## src/rtl/pfd_pkg.sv

```systemverilog
// Package: shared constants and the comparator state type.
// Assumes: nothing beyond standard SystemVerilog.
package pfd_pkg;
    // smallest legal reference ratio; smaller requests are raised to this
    localparam int unsigned REF_MIN = 3;

    // three-state phase-frequency comparator
    typedef enum logic [1:0] {
        PFD_IDLE  = 2'd0,
        PFD_RAISE = 2'd1,
        PFD_LOWER = 2'd2
    } pfd_state_e;
endpackage

```

## src/rtl/ref_divider.sv

```systemverilog
// Module: programmable reference divider.
// Emits a registered one-cycle tick every R clocks, with R clamped to at
// least REF_MIN. Halts only when both channels are powered down.
// Assumes: ref_div may change at any time; the counter then wraps at the new limit.
module ref_divider #(
    parameter int unsigned RW = 15
) (
    input  logic          clk,
    input  logic          rst_n,
    input  logic [RW-1:0] ref_div,
    input  logic          pd_self,
    input  logic          pd_other,
    output logic          tick
);
    import pfd_pkg::*;

    localparam logic [RW-1:0] R_FLOOR = RW'(REF_MIN);

    logic [RW-1:0] cnt_q;
    logic          tick_q;
    logic [RW-1:0] r_eff;
    logic [RW-1:0] wrap_at;
    logic          halted;

    // clamp the ratio and derive the wrap value
    always_comb begin
        r_eff   = (ref_div < R_FLOOR) ? R_FLOOR : ref_div;
        wrap_at = r_eff - RW'(1);
        halted  = pd_self && pd_other;
    end

    // count oscillator cycles and fire the tick on wrap
    always_ff @(posedge clk) begin
        if (!rst_n) begin
            cnt_q  <= '0;
            tick_q <= 1'b0;
        end else if (halted) begin
            cnt_q  <= '0;
            tick_q <= 1'b0;
        end else if (cnt_q >= wrap_at) begin
            cnt_q  <= '0;
            tick_q <= 1'b1;
        end else begin
            cnt_q  <= cnt_q + RW'(1);
            tick_q <= 1'b0;
        end
    end

    assign tick = tick_q;

    // the ratio is at least three, so a tick never lasts two cycles
    a_r1_single_tick: assert property (@(posedge clk) disable iff (!rst_n)
        tick_q |=> !tick_q);

    // a halted divider produces no tick
    a_r3_halt_quiet: assert property (@(posedge clk) disable iff (!rst_n)
        (pd_self && pd_other) |=> !tick_q);
endmodule

```

## src/rtl/pfd_core.sv

```systemverilog
// Module: three-state phase-frequency comparator and pump output stage.
// A reference tick moves idle to raise, a feedback tick moves idle to lower,
// and the opposite tick returns to idle (one finished comparison).
// Assumes: fr_i and fp_i are one-cycle ticks synchronous to clk.
module pfd_core (
    input  logic clk,
    input  logic rst_n,
    input  logic fr_i,
    input  logic fp_i,
    input  logic pwr_dn,
    input  logic pol_pos,
    input  logic force_hiz,
    output logic pump_up,
    output logic pump_dn,
    output logic pump_hiz,
    output logic active,
    output logic cmp_done
);
    import pfd_pkg::*;

    pfd_state_e state_q, state_d;
    logic       raise, lower, gate;

    // next-state and completion decode
    always_comb begin
        state_d  = state_q;
        cmp_done = 1'b0;
        if (pwr_dn) begin
            state_d = PFD_IDLE;
        end else begin
            unique case (state_q)
                PFD_IDLE: begin
                    if (fr_i && fp_i) cmp_done = 1'b1;
                    else if (fr_i)    state_d  = PFD_RAISE;
                    else if (fp_i)    state_d  = PFD_LOWER;
                end
                PFD_RAISE: begin
                    if (fp_i) begin
                        cmp_done = 1'b1;
                        state_d  = PFD_IDLE;
                    end
                end
                PFD_LOWER: begin
                    if (fr_i) begin
                        cmp_done = 1'b1;
                        state_d  = PFD_IDLE;
                    end
                end
                default: state_d = PFD_IDLE;
            endcase
        end
    end

    // hold the comparator state
    always_ff @(posedge clk) begin
        if (!rst_n) state_q <= PFD_IDLE;
        else        state_q <= state_d;
    end

    // map the state onto pump commands with polarity and gating
    always_comb begin
        raise    = (state_q == PFD_RAISE);
        lower    = (state_q == PFD_LOWER);
        gate     = pwr_dn || force_hiz;
        pump_up  = !gate && (pol_pos ? raise : lower);
        pump_dn  = !gate && (pol_pos ? lower : raise);
        pump_hiz = gate || (state_q == PFD_IDLE);
        active   = (state_q != PFD_IDLE);
    end

    // forced high impedance silences both commands
    a_r6_force_quiet: assert property (@(posedge clk) disable iff (!rst_n)
        force_hiz |-> (pump_hiz && !pump_up && !pump_dn));

    // power-down idles the comparator on the next cycle
    a_r7_pd_idle: assert property (@(posedge clk) disable iff (!rst_n)
        pwr_dn |=> (state_q == PFD_IDLE));

    // a finished comparison always lands in idle
    a_r4_done_idle: assert property (@(posedge clk) disable iff (!rst_n)
        cmp_done |=> (state_q == PFD_IDLE));

    // the two pump commands are never on together
    a_r4_exclusive: assert property (@(posedge clk) disable iff (!rst_n)
        !(pump_up && pump_dn));
endmodule

```

## src/rtl/lock_detector.sv

```systemverilog
// Module: lock qualifier. Measures each comparison's width in cycles and
// sets lock after LOCK_COUNT narrow comparisons in a row; one wide
// comparison clears it. The output is masked during each correction.
// Assumes: cmp_done is a one-cycle strobe from the comparator.
module lock_detector #(
    parameter int unsigned LOCK_WIDTH = 3,
    parameter int unsigned LOCK_COUNT = 4
) (
    input  logic clk,
    input  logic rst_n,
    input  logic active,
    input  logic cmp_done,
    input  logic pwr_dn,
    output logic lock_o
);
    localparam int unsigned WW = $clog2(LOCK_WIDTH + 2);
    localparam int unsigned GW = $clog2(LOCK_COUNT + 1);
    localparam logic [WW-1:0] W_SAT = WW'(LOCK_WIDTH);
    localparam logic [GW-1:0] G_TOP = GW'(LOCK_COUNT);

    logic [WW-1:0] wcnt_q;
    logic [GW-1:0] good_q;
    logic          lock_q;
    logic [WW-1:0] width;
    logic          narrow;

    // width of the comparison that ends this cycle
    always_comb begin
        width  = wcnt_q + WW'(active);
        narrow = (width < W_SAT);
    end

    // width counter: counts active cycles, saturating, cleared per comparison
    always_ff @(posedge clk) begin
        if (!rst_n || pwr_dn)       wcnt_q <= '0;
        else if (cmp_done)          wcnt_q <= '0;
        else if (active && wcnt_q < W_SAT) wcnt_q <= wcnt_q + WW'(1);
    end

    // run counter and lock state
    always_ff @(posedge clk) begin
        if (!rst_n || pwr_dn) begin
            good_q <= '0;
            lock_q <= 1'b0;
        end else if (cmp_done) begin
            if (narrow) begin
                if (good_q < G_TOP) good_q <= good_q + GW'(1);
                if (good_q + GW'(1) >= G_TOP) lock_q <= 1'b1;
            end else begin
                good_q <= '0;
                lock_q <= 1'b0;
            end
        end
    end

    assign lock_o = lock_q && !active;

    // lock is only ever set by a finished comparison
    a_r10_rise_on_cmp: assert property (@(posedge clk) disable iff (!rst_n)
        $rose(lock_q) |-> $past(cmp_done));

    // power-down clears the lock state
    a_r7_pd_unlock: assert property (@(posedge clk) disable iff (!rst_n)
        pwr_dn |=> !lock_q);

    // the flag is low while a correction is in progress
    a_r11_mask: assert property (@(posedge clk) disable iff (!rst_n)
        active |-> !lock_o);
endmodule

```

## src/rtl/pfd_lock_top.sv

```systemverilog
// Module: one synthesizer channel's reference divider, phase-frequency
// comparator and lock flag.
// Assumes: fb_pulse is a one-cycle tick synchronous to clk; all
// configuration inputs are synchronous to clk.
module pfd_lock_top #(
    parameter int unsigned RW         = 15,
    parameter int unsigned LOCK_WIDTH = 3,
    parameter int unsigned LOCK_COUNT = 4
) (
    input  logic          clk,
    input  logic          rst_n,
    input  logic [RW-1:0] ref_div,
    input  logic          fb_pulse,
    input  logic          pol_pos,
    input  logic          force_hiz,
    input  logic          cur_hi,
    input  logic          pwr_dn,
    input  logic          pwr_dn_other,
    output logic          pump_up,
    output logic          pump_dn,
    output logic          pump_hiz,
    output logic          cur_sel,
    output logic          lock,
    output logic          fr_mon,
    output logic          fp_mon
);
    logic fr_tick;
    logic cmp_active;
    logic cmp_done;

    ref_divider #(.RW(RW)) u_refdiv (
        .clk      (clk),
        .rst_n    (rst_n),
        .ref_div  (ref_div),
        .pd_self  (pwr_dn),
        .pd_other (pwr_dn_other),
        .tick     (fr_tick)
    );

    pfd_core u_pfd (
        .clk       (clk),
        .rst_n     (rst_n),
        .fr_i      (fr_tick),
        .fp_i      (fb_pulse),
        .pwr_dn    (pwr_dn),
        .pol_pos   (pol_pos),
        .force_hiz (force_hiz),
        .pump_up   (pump_up),
        .pump_dn   (pump_dn),
        .pump_hiz  (pump_hiz),
        .active    (cmp_active),
        .cmp_done  (cmp_done)
    );

    lock_detector #(.LOCK_WIDTH(LOCK_WIDTH), .LOCK_COUNT(LOCK_COUNT)) u_lock (
        .clk      (clk),
        .rst_n    (rst_n),
        .active   (cmp_active),
        .cmp_done (cmp_done),
        .pwr_dn   (pwr_dn),
        .lock_o   (lock)
    );

    // monitor taps and the forwarded current selection
    always_comb begin
        fr_mon  = fr_tick;
        fp_mon  = fb_pulse && !pwr_dn;
        cur_sel = cur_hi;
    end

    // an idle comparator always parks the pump
    a_r8_idle_hiz: assert property (@(posedge clk) disable iff (!rst_n)
        (!pump_up && !pump_dn && !force_hiz && !pwr_dn && !cmp_active) |-> pump_hiz);
endmodule

```

## config.mk

```make
export PLATFORM = sky130hd
export DESIGN_NAME = pfd_lock_top
export DESIGN_NICKNAME = d
export VERILOG_FILES = /design/src/rtl/pfd_pkg.sv /design/src/rtl/ref_divider.sv /design/src/rtl/pfd_core.sv /design/src/rtl/lock_detector.sv /design/src/rtl/pfd_lock_top.sv
export SDC_FILE = /design/constraint.sdc
export NUM_CORES = 1
export LEC_CHECK = 0
export BUFFER_PORTS_ARGS = -buffer_cell sky130_fd_sc_hd__buf_2
export CAP_MARGIN = 0
export CORE_ASPECT_RATIO = 1.5
export CORE_MARGIN = 2
export CORE_UTILIZATION = 55
export CTS_CLUSTER_DIAMETER = 200
export DETAILED_ROUTE_END_ITERATION = 10
export MAX_ROUTING_LAYER = met4
export PLACE_DENSITY = 0.78
export REMOVE_ABC_BUFFERS = 1
export SLEW_MARGIN = 40
export SYNTH_ARGS = -nofsm -noshare
export SYNTH_HDL_FRONTEND = slang
export SYNTH_HIERARCHICAL = 1
export SYNTH_SLANG_ARGS = --single-unit
```

## constraint.sdc

```tcl
create_clock -name clk -period 3.9 [get_ports clk]
set_input_delay 0.585 -clock clk [delete_from_list [all_inputs] [get_ports clk]]
set_output_delay 0.585 -clock clk [all_outputs]
set_load 0.05 [all_outputs]
```

# Word level (Yosys, flattened, before mapping)

Cells that the tools add are included.

Add/subtract/negate cells: 5
$lt $le $gt $ge: 6
Equality and inequality tests: 8
Muxes and demuxes: 19
Bitwise logic cells: 1
Reductions and logical operators: 23

Operators with widths:

| operator                                                    | number |
|---|---|
| adder 15 x 1 -> 15 bit, second input constant               | 1 |
| >= comparator 15 bit                                        | 1 |
| less-than comparator 15 x 2 -> 1 bit, second input constant | 1 |
| 2-to-1 mux 15 bit                                           | 1 |
| subtractor 15 x 1 -> 15 bit, second input constant          | 1 |
| 2-to-1 mux 2 bit                                            | 5 |
| inequality test 2 bit, second input constant                | 5 |
| 2-to-1 mux 1 bit                                            | 9 |
| logical AND 1 bit                                           | 7 |
| adder 3 x 1 -> 3 bit, second input constant                 | 2 |
| less-than comparator 3 x 2 -> 1 bit, second input constant  | 2 |
| 2-to-1 mux 3 bit                                            | 2 |
| case mux 2 bit (3 select lines)                             | 1 |
| OR reduction 2 bit                                          | 3 |
| zero test 1 bit                                             | 4 |
| AND reduction 2 bit                                         | 2 |
| AND reduction 4 bit                                         | 1 |
| adder 3 x 1 -> 3 bit                                        | 1 |
| >= comparator 3 bit, second input constant                  | 1 |
| logical OR 1 bit                                            | 3 |
| less-than comparator 3 bit, second input constant           | 1 |
| inequality test 3 bit, second input constant                | 1 |
| case mux 1 bit (3 select lines)                             | 1 |
| OR reduction 3 bit                                          | 1 |
| 5 further kinds                                             | 5 |

Register bits after elaboration: 25
Input port bits: 23
Logic and storage cells: 68

# Depth between registers and ports, before layout

Gate-level depths: netlist of the first run.

Word-level depth: 5
Mapped depth: 14

# Modules after synthesis

Netlist of the first run, hierarchy kept.

Modules (own cells, without submodules):

| module        | instances | cells each | area each (µm²) |
|---|---|---|---|
| ref_divider   | 1         | 152        | 1241.2 |
| lock_detector | 1         | 41         | 385.4 |
| pfd_core      | 1         | 17         | 136.4 |
| pfd_lock_top  | 1         | 2          | 21.3 |

# Least setup slack after synthesis of the first run

No wires, ideal clock.

Path kind: input -> register
Start: in ref_div[11]
End: reg u_refdiv.cnt_q[10]
Data arrival time: 3.471 ns
Path slack: 0.312 ns
Stages on the path: 13
Cell sequence: or4_4 > nor4_4 > nor2_1 > ha_1 > nand2_1 > nor3_1 > xnor2_1 > ha_1 > nand2_1 > or4_1 > o21ai_1 > buf_2 > nor2_1

Cells in the longest elaborated chain, start to end: 5

RTL lines:

| item                                 | line               | RTL |
|---|---|---|
| start: declaration                   | pfd_lock_top.sv:12 | `input logic [RW-1:0] ref_div,` |
| less-than comparator 15 x 2 -> 1 bit | ref_divider.sv:27  | `r_eff = (ref_div < R_FLOOR) ? R_FLOOR : ref_div;` |
| 2-to-1 mux 15 bit *                  | ref_divider.sv:27  |  |
| subtractor 15 x 1 -> 15 bit *        | ref_divider.sv:28  | `wrap_at = r_eff - RW'(1);` |
| >= comparator 15 bit *               | ref_divider.sv:40  | `end else if (cnt_q >= wrap_at) begin` |
| OR reduction 3 bit (no line) *       | -                  |  |
| end signal: assignment               | ref_divider.sv:44  | `cnt_q <= cnt_q + RW'(1);` |
| end: declaration                     | ref_divider.sv:19  | `logic [RW-1:0] cnt_q;` |

Mark *: on every way between the ends. The rest lies on a longest branch, timed or not.
A chain may end at the register's enable or synchronous reset.

# Worst setup path in the final report of the first run

Start: in ref_div[11]
End: reg u_refdiv.cnt_q[8]

The elaborated chain is that of the path after synthesis.

==> results of run 1 <==
-- sequential cells by signal (all words and copies together), names as in the netlist --
name	flops
u_refdiv/cnt_q	15
u_lock/good_q	3
u_lock/wcnt_q	3
u_pfd/state_q	2
u_lock/lock_q	1
u_refdiv/tick	1
-- Yosys cell counts (all sizes together), types with 3 or more instances --
master,n
ha,21
dfxtp,25
a21oi,10
nand4,4
a31oi,3
buf,3
o21ai,6
nand2,21
nand2b,4
nor4,4
nand3b,5
nand3,8
nor2b,3
or4,4
and3,3
nor2,32
xor2,20
nor3,5
a211oi,4
xnor2,8
-- metrics by stage --
step,total power [mW],instances,area (um2),utilization [%],hold WS [ps]
global route,0.521,281,2010,64.4,473
global placement,0.337,277,1960,62.8,439
detailed placement,0.340,277,1960,62.8,438
floorplan,0.310,208,1760,-,449
CTS,0.504,281,2010,64.4,450
finish,0.496,281,2010,64.4,449
-- cell type report --
class	count	area, um2
Fill cell	294	1110
Inverter	2	7.51
Multi-Input combinational cell	181	1260
Sequential cell	25	500
Timing Repair Buffer	29	150
Clock buffer	3	41.3
Clock inverter	1	8.76
Tap cell	40	50.0
-- logic make-up after synthesis --
kind of cell,Yosys count,share of synthesized area [%]
and+or+nand+nor,102,30.6
AOI/OAI and AO/OA,30,10.8
xor gates and xnor gates,28,14.2
DFF,25,28.1
adders and majority gates,21,14.7
buffers and inverters,6,1.61
-- metal layers --
layer / part of all wire [%] / vias to the layer above
li1: - / 817
met1: 38 / 724
met2: 59 / 21
met3: 2.4 / 4
met4: 0.95 / 0
met5: 0 / -
-- worst paths after layout --
check | cells after the start | slack [ps] | start | end
min | 1 | 450 | u_refdiv/tick$_SDFF_PP0_ | u_pfd/state_q[1]$_SDFFE_PP0P_
max | 15 | 470 | ref_div[11] | u_refdiv/cnt_q[8]$_SDFF_PP0_
max reg2reg | 6 | 2030 | u_pfd/state_q[0]$_SDFFE_PP0P_ | u_lock/good_q[0]$_SDFFE_PP0P_
min reg2reg | 1 | 450 | u_refdiv/tick$_SDFF_PP0_ | u_pfd/state_q[1]$_SDFFE_PP0P_
-- power groups by stage --
stage | Sequential [mW] | Combinational, mW | Clock (mW)
after CTS | 0.262 | 0.0721 | 0.170
final | 0.262 | 0.0711 | 0.163
after detailed placement | 0.268 | 0.0714 | 0
after global routing | 0.263 | 0.0808 | 0.177
after floorplan | 0.267 | 0.0434 | 0
after global placement | 0.268 | 0.0693 | 0
==> results.toml, run 1 <==
[finish]
layout_common_cells = "nor2_1 (31), buf_2 (27), dfxtp_1 (25)"
drive_gt1_share_pct = 17.8
fin_nets = 286
n_antenna_cell = 0
final_common_cell = "nor2_1"
area_delta_synth_final_pct = 12.9

[sta]
final-setup-viol-count = 0
rsz0062_at_grt = "false"
fin_crit_ps = 3430
hold_viol = 0
skew_ps = 9.02
fin_tns_setup_ps = 0
worst_slew_pin_slew_ps = 373
slew_headroom_pct = 74.8
fin_crit_sh_pct = 87.9
worst_slack_ps = 472
timing.fmax_ghz = 0.292
maxSlewViolCount = 0

[grt]
grt_overflow = 0
top_usage_layer = "met2"
grt_use_met1_pct = 20.1
grt_pass1_vias = 1500
grt_util_met2_pct = 45.9
antenna_found_initial = 0
grt_pass1_wl_um = 6130
grt.total_usage_pct = 22.0
met3_usage_pct = 3.05
grt_start_max_net_pins = 17

[logic_synthesis]
yosysUniqueCellTypes = 40
synth_area_per_cell_um2 = 8.42
ys_ff_latch = 25
synth_top_area_share_pct = 28.1
synth_largest_area_cell = "dfxtp_1"
synth-edff-count = 0
ys_seq_area_share_pct = 28.1
synth_async_sr_flop_share_pct = 0
synth_flop_cell = "dfxtp_1"
ys_warn_count = 6
synthCells = 212
syn_area_um2 = 1780
synth_area_leaders = "dfxtp_1 (28%), ha_1 (15%), xor2_1 (9.8%)"

[worst_setup_path]
critPathSlowestCell = "or4_4"
cp.arrival_ps = 3640
cp-end-kind = "register"
crit_family = "simple AND/OR/NAND/NOR gates"
cp_max_fo = 15
crit_chain = "buf_2, or4_4, nor4_4, nor2_1, ha_1, nand2_1, or4_1, xor2_1, ha_1, a21oi_1, o21ai_0, a211oi_1, o21ai_1, buf_4, nor2_1"
worst_setup_path_start_kind = "input port"
max_stage_delay_ps = 580
criticalPathCategory = "in -> reg"
worstPathRequired_ps = 4110
path_buf_inv = 2

[routing]
dr.first_iter.drc_count = 20
num_vias = 1566
drcViolationCount = 0
avgViaCountPerCell = 5.57
drt-pass1-iter-count = 4
ant_nets = 0
wire_per_inst_um = 12.7
wl_um = 3580

[floorplan]
chipHeight_um = 73.8
io_pins = 30
die_w_um = 50.5
dieArea_um2 = 3730
row_count = 25
core_um2 = 3130
start_util_pct = 57.0

[placement]
dp_hpwl_um = 2930
gp_congestion = 0.815
port_buffers = 27
dp_slack_ps = 188

[clocking]
post_cts_resized = 0
path_clk_slew_ps = 90
cts_root_buf = "clkbuf_8"
insertion_delay_ps = 280
tritoncts = "built"
holdBufCountCts = 0
htree_levels = 1
cts_buffer_depth = 2
numCtsBuffers = 3
clock_sinks = 25
cts_setup_buffers = 0

[power]
p_sw_share_pct = 26.8
comb_power_share_pct = 14.3
internal_power_mw = 0.363
p_seq_share_pct = 52.8
peakVddDrop_mv = 0.279
powerDensity_nw_per_um2 = 246
switching_power_mw = 0.133
leakagePower_nw = 0.840
clkPwrFrac_pct = 32.8

[status]
status = "finished clean"

[worst_hold_path]
min_path_type = "reg -> reg"

[run]
max_cap_violations = 0
(Power assumes the default switching activity.)
==> run 2: changes to the inputs <==
ABC_AREA = 1   (was unset)
PLACE_DENSITY = 0.77   (was 0.78)
==> run 2 against run 1 <==
Routed wire length is 15% higher. Power increased by 2.8%. Non-clock buffer count is 2 lower. Sequential cell count did not move. First-iteration DRC count increased by 100%. Sequential power about the same. Utilization decreased by 1.3 points.
==> results.toml, run 2 <==
[status]
status = "finished clean"

[worst_setup_path]
rrSetupSlack_ps = 2170
cp_max_fo = 15
worst_r2r_path_depth = 7
crit_chain = "buf_2, nor2_1, nand2_1, nor2_1, nand2_1, nand2_1, inv_1, ha_1, nand3_1, nor2_2, nand3_1, inv_1, nand3_1, xor2_1, ha_1, nand2_1, inv_2, o21ai_1, nand2_1, a21oi_2, nand4_4, nor2_1"
worstPathRequired_ps = 4110
max_stage_delay_ps = 290
reg2reg_from = "u_refdiv/cnt_q[6]$_SDFF_PP0_"
r2r_end = "u_refdiv/cnt_q[3]$_SDFF_PP0_"
worst_setup_path_start_kind = "input port"
crit_top_cell = "nand2_1"
cp-end-kind = "register"
critPathSlowestCell = "nand4_4"
cp.arrival_ps = 3420
criticalPathCategory = "in -> reg"

[floorplan]
dieArea_um2 = 4350
start_util_pct = 57.2
die_w_um = 54.5
core_um2 = 3680
chipHeight_um = 79.8
io_pins = 30
row_count = 27

[clocking]
post_cts_resized = 0
cts_buffer_depth = 2
htree_levels = 1
insertion_delay_ps = 270
cts_root_buf = "clkbuf_8"
cts_setup_buffers = 0
tritoncts = "built"
path_clk_slew_ps = 90
clock_sinks = 25
holdBufCountCts = 0
numCtsBuffers = 3

[grt]
grt_pass1_vias = 1723
antenna_found_initial = 0
grt.total_usage_pct = 21.2
grt_pass1_wl_um = 6760
grt_overflow = 0
grt_start_max_net_pins = 16

[routing]
topRoutingLayerUsed = "met4"
num_vias = 1904
m1WireLength_um = 1620
drcViolationCount = 0
wl_met3_um = 49
ant_nets = 0
wire_per_inst_um = 10.7
dr.first_iter.drc_count = 40
drt-pass1-iter-count = 4
avgViaCountPerCell = 4.95
dr_wl_met2_um = 2390
wl_um = 4100

[worst_hold_path]
hp-start = "u_refdiv/cnt_q[0]$_SDFF_PP0_"
min_path_type = "reg -> reg"
min_to = "u_refdiv/cnt_q[0]$_SDFF_PP0_"
holdPathStages = 1

[sta]
rsz0062_at_grt = "false"
skew_ps = 4.75
worst_slack_ps = 690
hold_viol = 0
fin_crit_sh_pct = 82.3
slew_headroom_pct = 63.3
fin_crit_ps = 3210
whs_ps = 482
fin_tns_setup_ps = 0
worst_slew_pin_slew_ps = 545
final-setup-viol-count = 0
maxSlewViolCount = 0
timing.fmax_ghz = 0.312

[finish]
regMostFlops = "u_refdiv/cnt_q"
drive_gt1_share_pct = 18.1
n_antenna_cell = 0
area_delta_synth_final_pct = 10.4
largestRegisters = "u_refdiv/cnt_q x15, u_lock/good_q x3, u_lock/wcnt_q x3"
fin_nets = 387
final_cells = 385
layout_common_cells = "nand2_1 (59), inv_1 (49), nor2_1 (48)"
largest_register_ffs = 15
final_common_cell = "nand2_1"
final_core_util_pct = 63.1
multi_input_area_um2 = 1380
seqCellArea_um2 = 500
nFillCells = 346
stdcell_area_um2 = 2320

[logic_synthesis]
synth-edff-count = 0
synth_area_leaders = "dfxtp_1 (24%), ha_1 (12%), nand2_1 (11%)"
yosysUniqueCellTypes = 31
synth_area_per_cell_um2 = 6.72
ys_ff_latch = 25
synthCells = 313
synth_flop_cell = "dfxtp_1"
syn_area_um2 = 2100
synth_async_sr_flop_share_pct = 0
synthTopCellsByCount = "nand2_1 (59), inv_1 (49), nor2_1 (48)"
synth_largest_area_cell = "dfxtp_1"
synth_top_area_share_pct = 23.8
ys_seq_area_share_pct = 23.8
synth.most_common_cell = "nand2_1"
ys_warn_count = 6

[run]
max_cap_violations = 0

[power]
powerDensity_nw_per_um2 = 220
p_total_mw = 0.510
leakagePower_nw = 1.09
peakVddDrop_mv = 0.181

[placement]
dpl-instance-area_um2 = 2270
gp_congestion = 0.883
port_buffers = 27
dp_hpwl_um = 3470
dp_slack_ps = 413
dp_cells = 381
## run 2: worst max path at each step
stage                            from                             to  cells past startpoint
after floorplan           ref_div[11]  u_refdiv/cnt_q[14]$_SDFF_PP0_                     21
after global placement    ref_div[11]   u_refdiv/cnt_q[8]$_SDFF_PP0_                     22
after detailed placement  ref_div[11]   u_refdiv/cnt_q[3]$_SDFF_PP0_                     22
after CTS                 ref_div[11]   u_refdiv/cnt_q[3]$_SDFF_PP0_                     22
after global routing       ref_div[7]   u_refdiv/cnt_q[3]$_SDFF_PP0_                     21
final                     ref_div[11]   u_refdiv/cnt_q[3]$_SDFF_PP0_                     22
## run 2: area by class of cell
class,instances,area share (%)
Tap cell,43,2.32
Clock buffer,3,1.78
Timing Repair Buffer,27,5.82
Inverter,56,9.05
Sequential cell,25,21.5
Clock inverter,1,0.323
Multi-Input combinational cell,230,59.2
## run 2: cells by family (layout without fill, tap and decap cells)
kind of cell	Yosys count	in the layout	share of synthesized area [%]
simple gates	166	166	37.0
buf+inv	58	87	10.9
flops	25	25	23.8
xor+xnor	23	23	9.57
fa+ha+maj	21	21	12.5
compound gates	20	20	6.30
## run 2: critical path: cells and delay by family
family | cells | cell delay, ps
buf+inv | 4 | 310
fa+ha+maj | 2 | 460
simple gates | 13 | 1690
compound gates | 2 | 240
xor+xnor | 1 | 150
## run 2: routing by layer
| metal | vias up | global-route usage, % |
|---|---|---|
| li1 | 1039 | - |
| met1 | 845 | 20.8 |
| met2 | 16 | 41.1 |
| met3 | 4 | 1.69 |
| met4 | 0 | 6.75 |
| met5 | - | - |
## run 2: report_power, final
part | switching, mW | internal [mW] | total, mW | leakage [nW]
registers | 0.00348 | 0.258 | 0.262 | 0.202
logic | 0.0558 | 0.0350 | 0.0908 | 0.868
clock network | 0.0854 | 0.0725 | 0.158 | 0.0217
==> run 3: changes to the inputs <==
clock period = 3.1 ns   (was 3.9 ns; I/O delays follow)
==> run 3 against run 2 <==
Critical path depth rose by 1. Clock power rose by 23%. Sequential power rose by 26%. Global-route usage rose by 1.2 points. Power rose by 28%. Design area rose by 5.7%. Routed wire length fell by 0.24%. Count of clock-buffer cells in the layout did not move. Largest power group unchanged.
==> results.toml, run 3 (synthesized netlist as in run 2, its figures left out) <==
[status]
status = "finished clean"

[grt]
met3_usage_pct = 3.37
grt_util_met2_pct = 43.1
top_usage_layer = "met2"
grt_use_met1_pct = 20.8
grt_pass1_vias = 1858
antenna_found_initial = 0
grt_pass1_wl_um = 7140
grt.total_usage_pct = 22.4
grt_start_max_net_pins = 16
grt_overflow = 0

[finish]
regMostFlops = "u_refdiv/cnt_q"
nFillCells = 336
fin_nets = 402
largestRegisters = "u_refdiv/cnt_q x15, u_lock/good_q x3, u_lock/wcnt_q x3"
multi_input_area_um2 = 1380
largest_register_ffs = 15
n_antenna_cell = 0
layout_common_cells = "nand2_1 (59), inv_1 (49), nor2_1 (45)"
seqCellArea_um2 = 500
final_cells = 400
area_delta_synth_final_pct = 16.7
drive_gt1_share_pct = 22.4
final_common_cell = "nand2_1"

[floorplan]
dieArea_um2 = 4350
chipHeight_um = 79.8
die_w_um = 54.5
start_util_pct = 57.2
io_pins = 30
core_um2 = 3680
row_count = 27

[clocking]
path_clk_slew_ps = 90
htree_levels = 1
clock_sinks = 25
insertion_delay_ps = 270
tritoncts = "built"
numCtsBuffers = 3
cts_root_buf = "clkbuf_8"
cts_buffer_depth = 2

[routing]
drcViolationCount = 0
dr.first_iter.drc_count = 28
avgViaCountPerCell = 4.98
wl_um = 4090
num_vias = 1991
wire_per_inst_um = 10.2
drt-pass1-iter-count = 4
ant_nets = 0

[sta]
maxSlewViolCount = 0
hold_viol = 0
slew_headroom_pct = 64.2
timing.fmax_ghz = 0.368
fin_crit_ps = 2720
final-setup-viol-count = 0
worst_slew_pin_slew_ps = 532
skew_ps = 5.84
fin_crit_sh_pct = 87.7

[power]
p_total_mw = 0.653
p_seq_share_pct = 50.4
peakVddDrop_mv = 0.270
clkPwrFrac_pct = 29.9
switching_power_mw = 0.182
comb_power_share_pct = 19.7
p_sw_share_pct = 27.9
powerDensity_nw_per_um2 = 266
internal_power_mw = 0.471
leakagePower_nw = 1.17

[worst_setup_path]
max_stage_delay_ps = 250
critPathSlowestCell = "ha_1"
crit_top_cell = "nand2_1"
worstPathRequired_ps = 3310
cp_max_fo = 15
cp-end-kind = "register"
criticalPathCategory = "in -> reg"
crit_family = "simple AND/OR/NAND/NOR gates"
crit_chain = "buf_2, nor2_2, nand2_1, nor2_1, nand2_1, nand2_1, inv_1, ha_1, nand3_1, nor2_2, nand3_1, inv_1, nand3_1, xor2_1, ha_1, nand2_1, inv_2, o21ai_1, nand2_1, a21oi_2, nand4_4, buf_12, nor2_1"
path_buf_inv = 5
cp.arrival_ps = 2930
worst_setup_path_start_kind = "input port"

[placement]
dp_cells = 396
port_buffers = 27
dp_hpwl_um = 3510
gp_congestion = 0.810

[run]
max_cap_violations = 0

[worst_hold_path]
min_path_type = "reg -> reg"
run 3: final timing paths:
path | depth (start not counted) | end | slack [ps] | from
hold reg to reg | 1 | u_refdiv/cnt_q[0]$_SDFF_PP0_ | 490 | u_refdiv/cnt_q[0]$_SDFF_PP0_
hold / removal | 1 | u_refdiv/cnt_q[0]$_SDFF_PP0_ | 490 | u_refdiv/cnt_q[0]$_SDFF_PP0_
setup reg to reg | 8 | u_refdiv/cnt_q[5]$_SDFF_PP0_ | 1490 | u_refdiv/cnt_q[6]$_SDFF_PP0_
setup / recovery | 23 | u_refdiv/cnt_q[5]$_SDFF_PP0_ | 380 | ref_div[3]
run 3: through the flow:
step | util [%] | hold WS [ps] | TNS [ps] | instance area, um2 | setup slack, ps
finish | 66.7 | 488 | 0 | 2460 | 381
global route | 66.7 | 512 | -4.10 | 2460 | -4.10
CTS | 66.5 | 491 | 0 | 2450 | 320
detailed placement | 65.2 | 472 | 0 | 2400 | 39.5
global placement | 65.2 | 461 | 0 | 2400 | 115
floorplan | - | 439 | 0 | 2090 | 186
run 3: power groups by stage:
| stage | combinational [mW] | clock (mW) | sequential [mW] |
|---|---|---|---|
| floorplan | 0.0767 | 0 | 0.336 |
| global placement | 0.126 | 0 | 0.337 |
| detailed placement | 0.129 | 0 | 0.337 |
| CTS | 0.129 | 0.202 | 0.329 |
| global route | 0.146 | 0.214 | 0.330 |
| finish | 0.128 | 0.195 | 0.329 |
run 3: layout make-up:
| type | count | area share (%) |
|---|---|---|
| multi-input combinational | 230 | 56.3 |
| sequential | 25 | 20.4 |
| timing repair buffer | 42 | 10.6 |
| inverter | 56 | 8.56 |
| tap | 43 | 2.19 |
| clock buffer | 3 | 1.68 |
| clock inverter | 1 | 0.306 |
run 3: per-layer routing:
metal | vias up | share of wire, %
li1 | 1068 | -
met5 | - | 0
met1 | 883 | 40
met4 | 0 | 2.2
met2 | 28 | 56
met3 | 12 | 2.6
run 3: what timing repair did:
| item | CTS | global route |
|---|---|---|
| setup endpoints to repair | 0 | 15 |
| setup buffers | 0 | 0 |
| hold buffers | 0 | 0 |
| resized for setup | 0 | 3 |
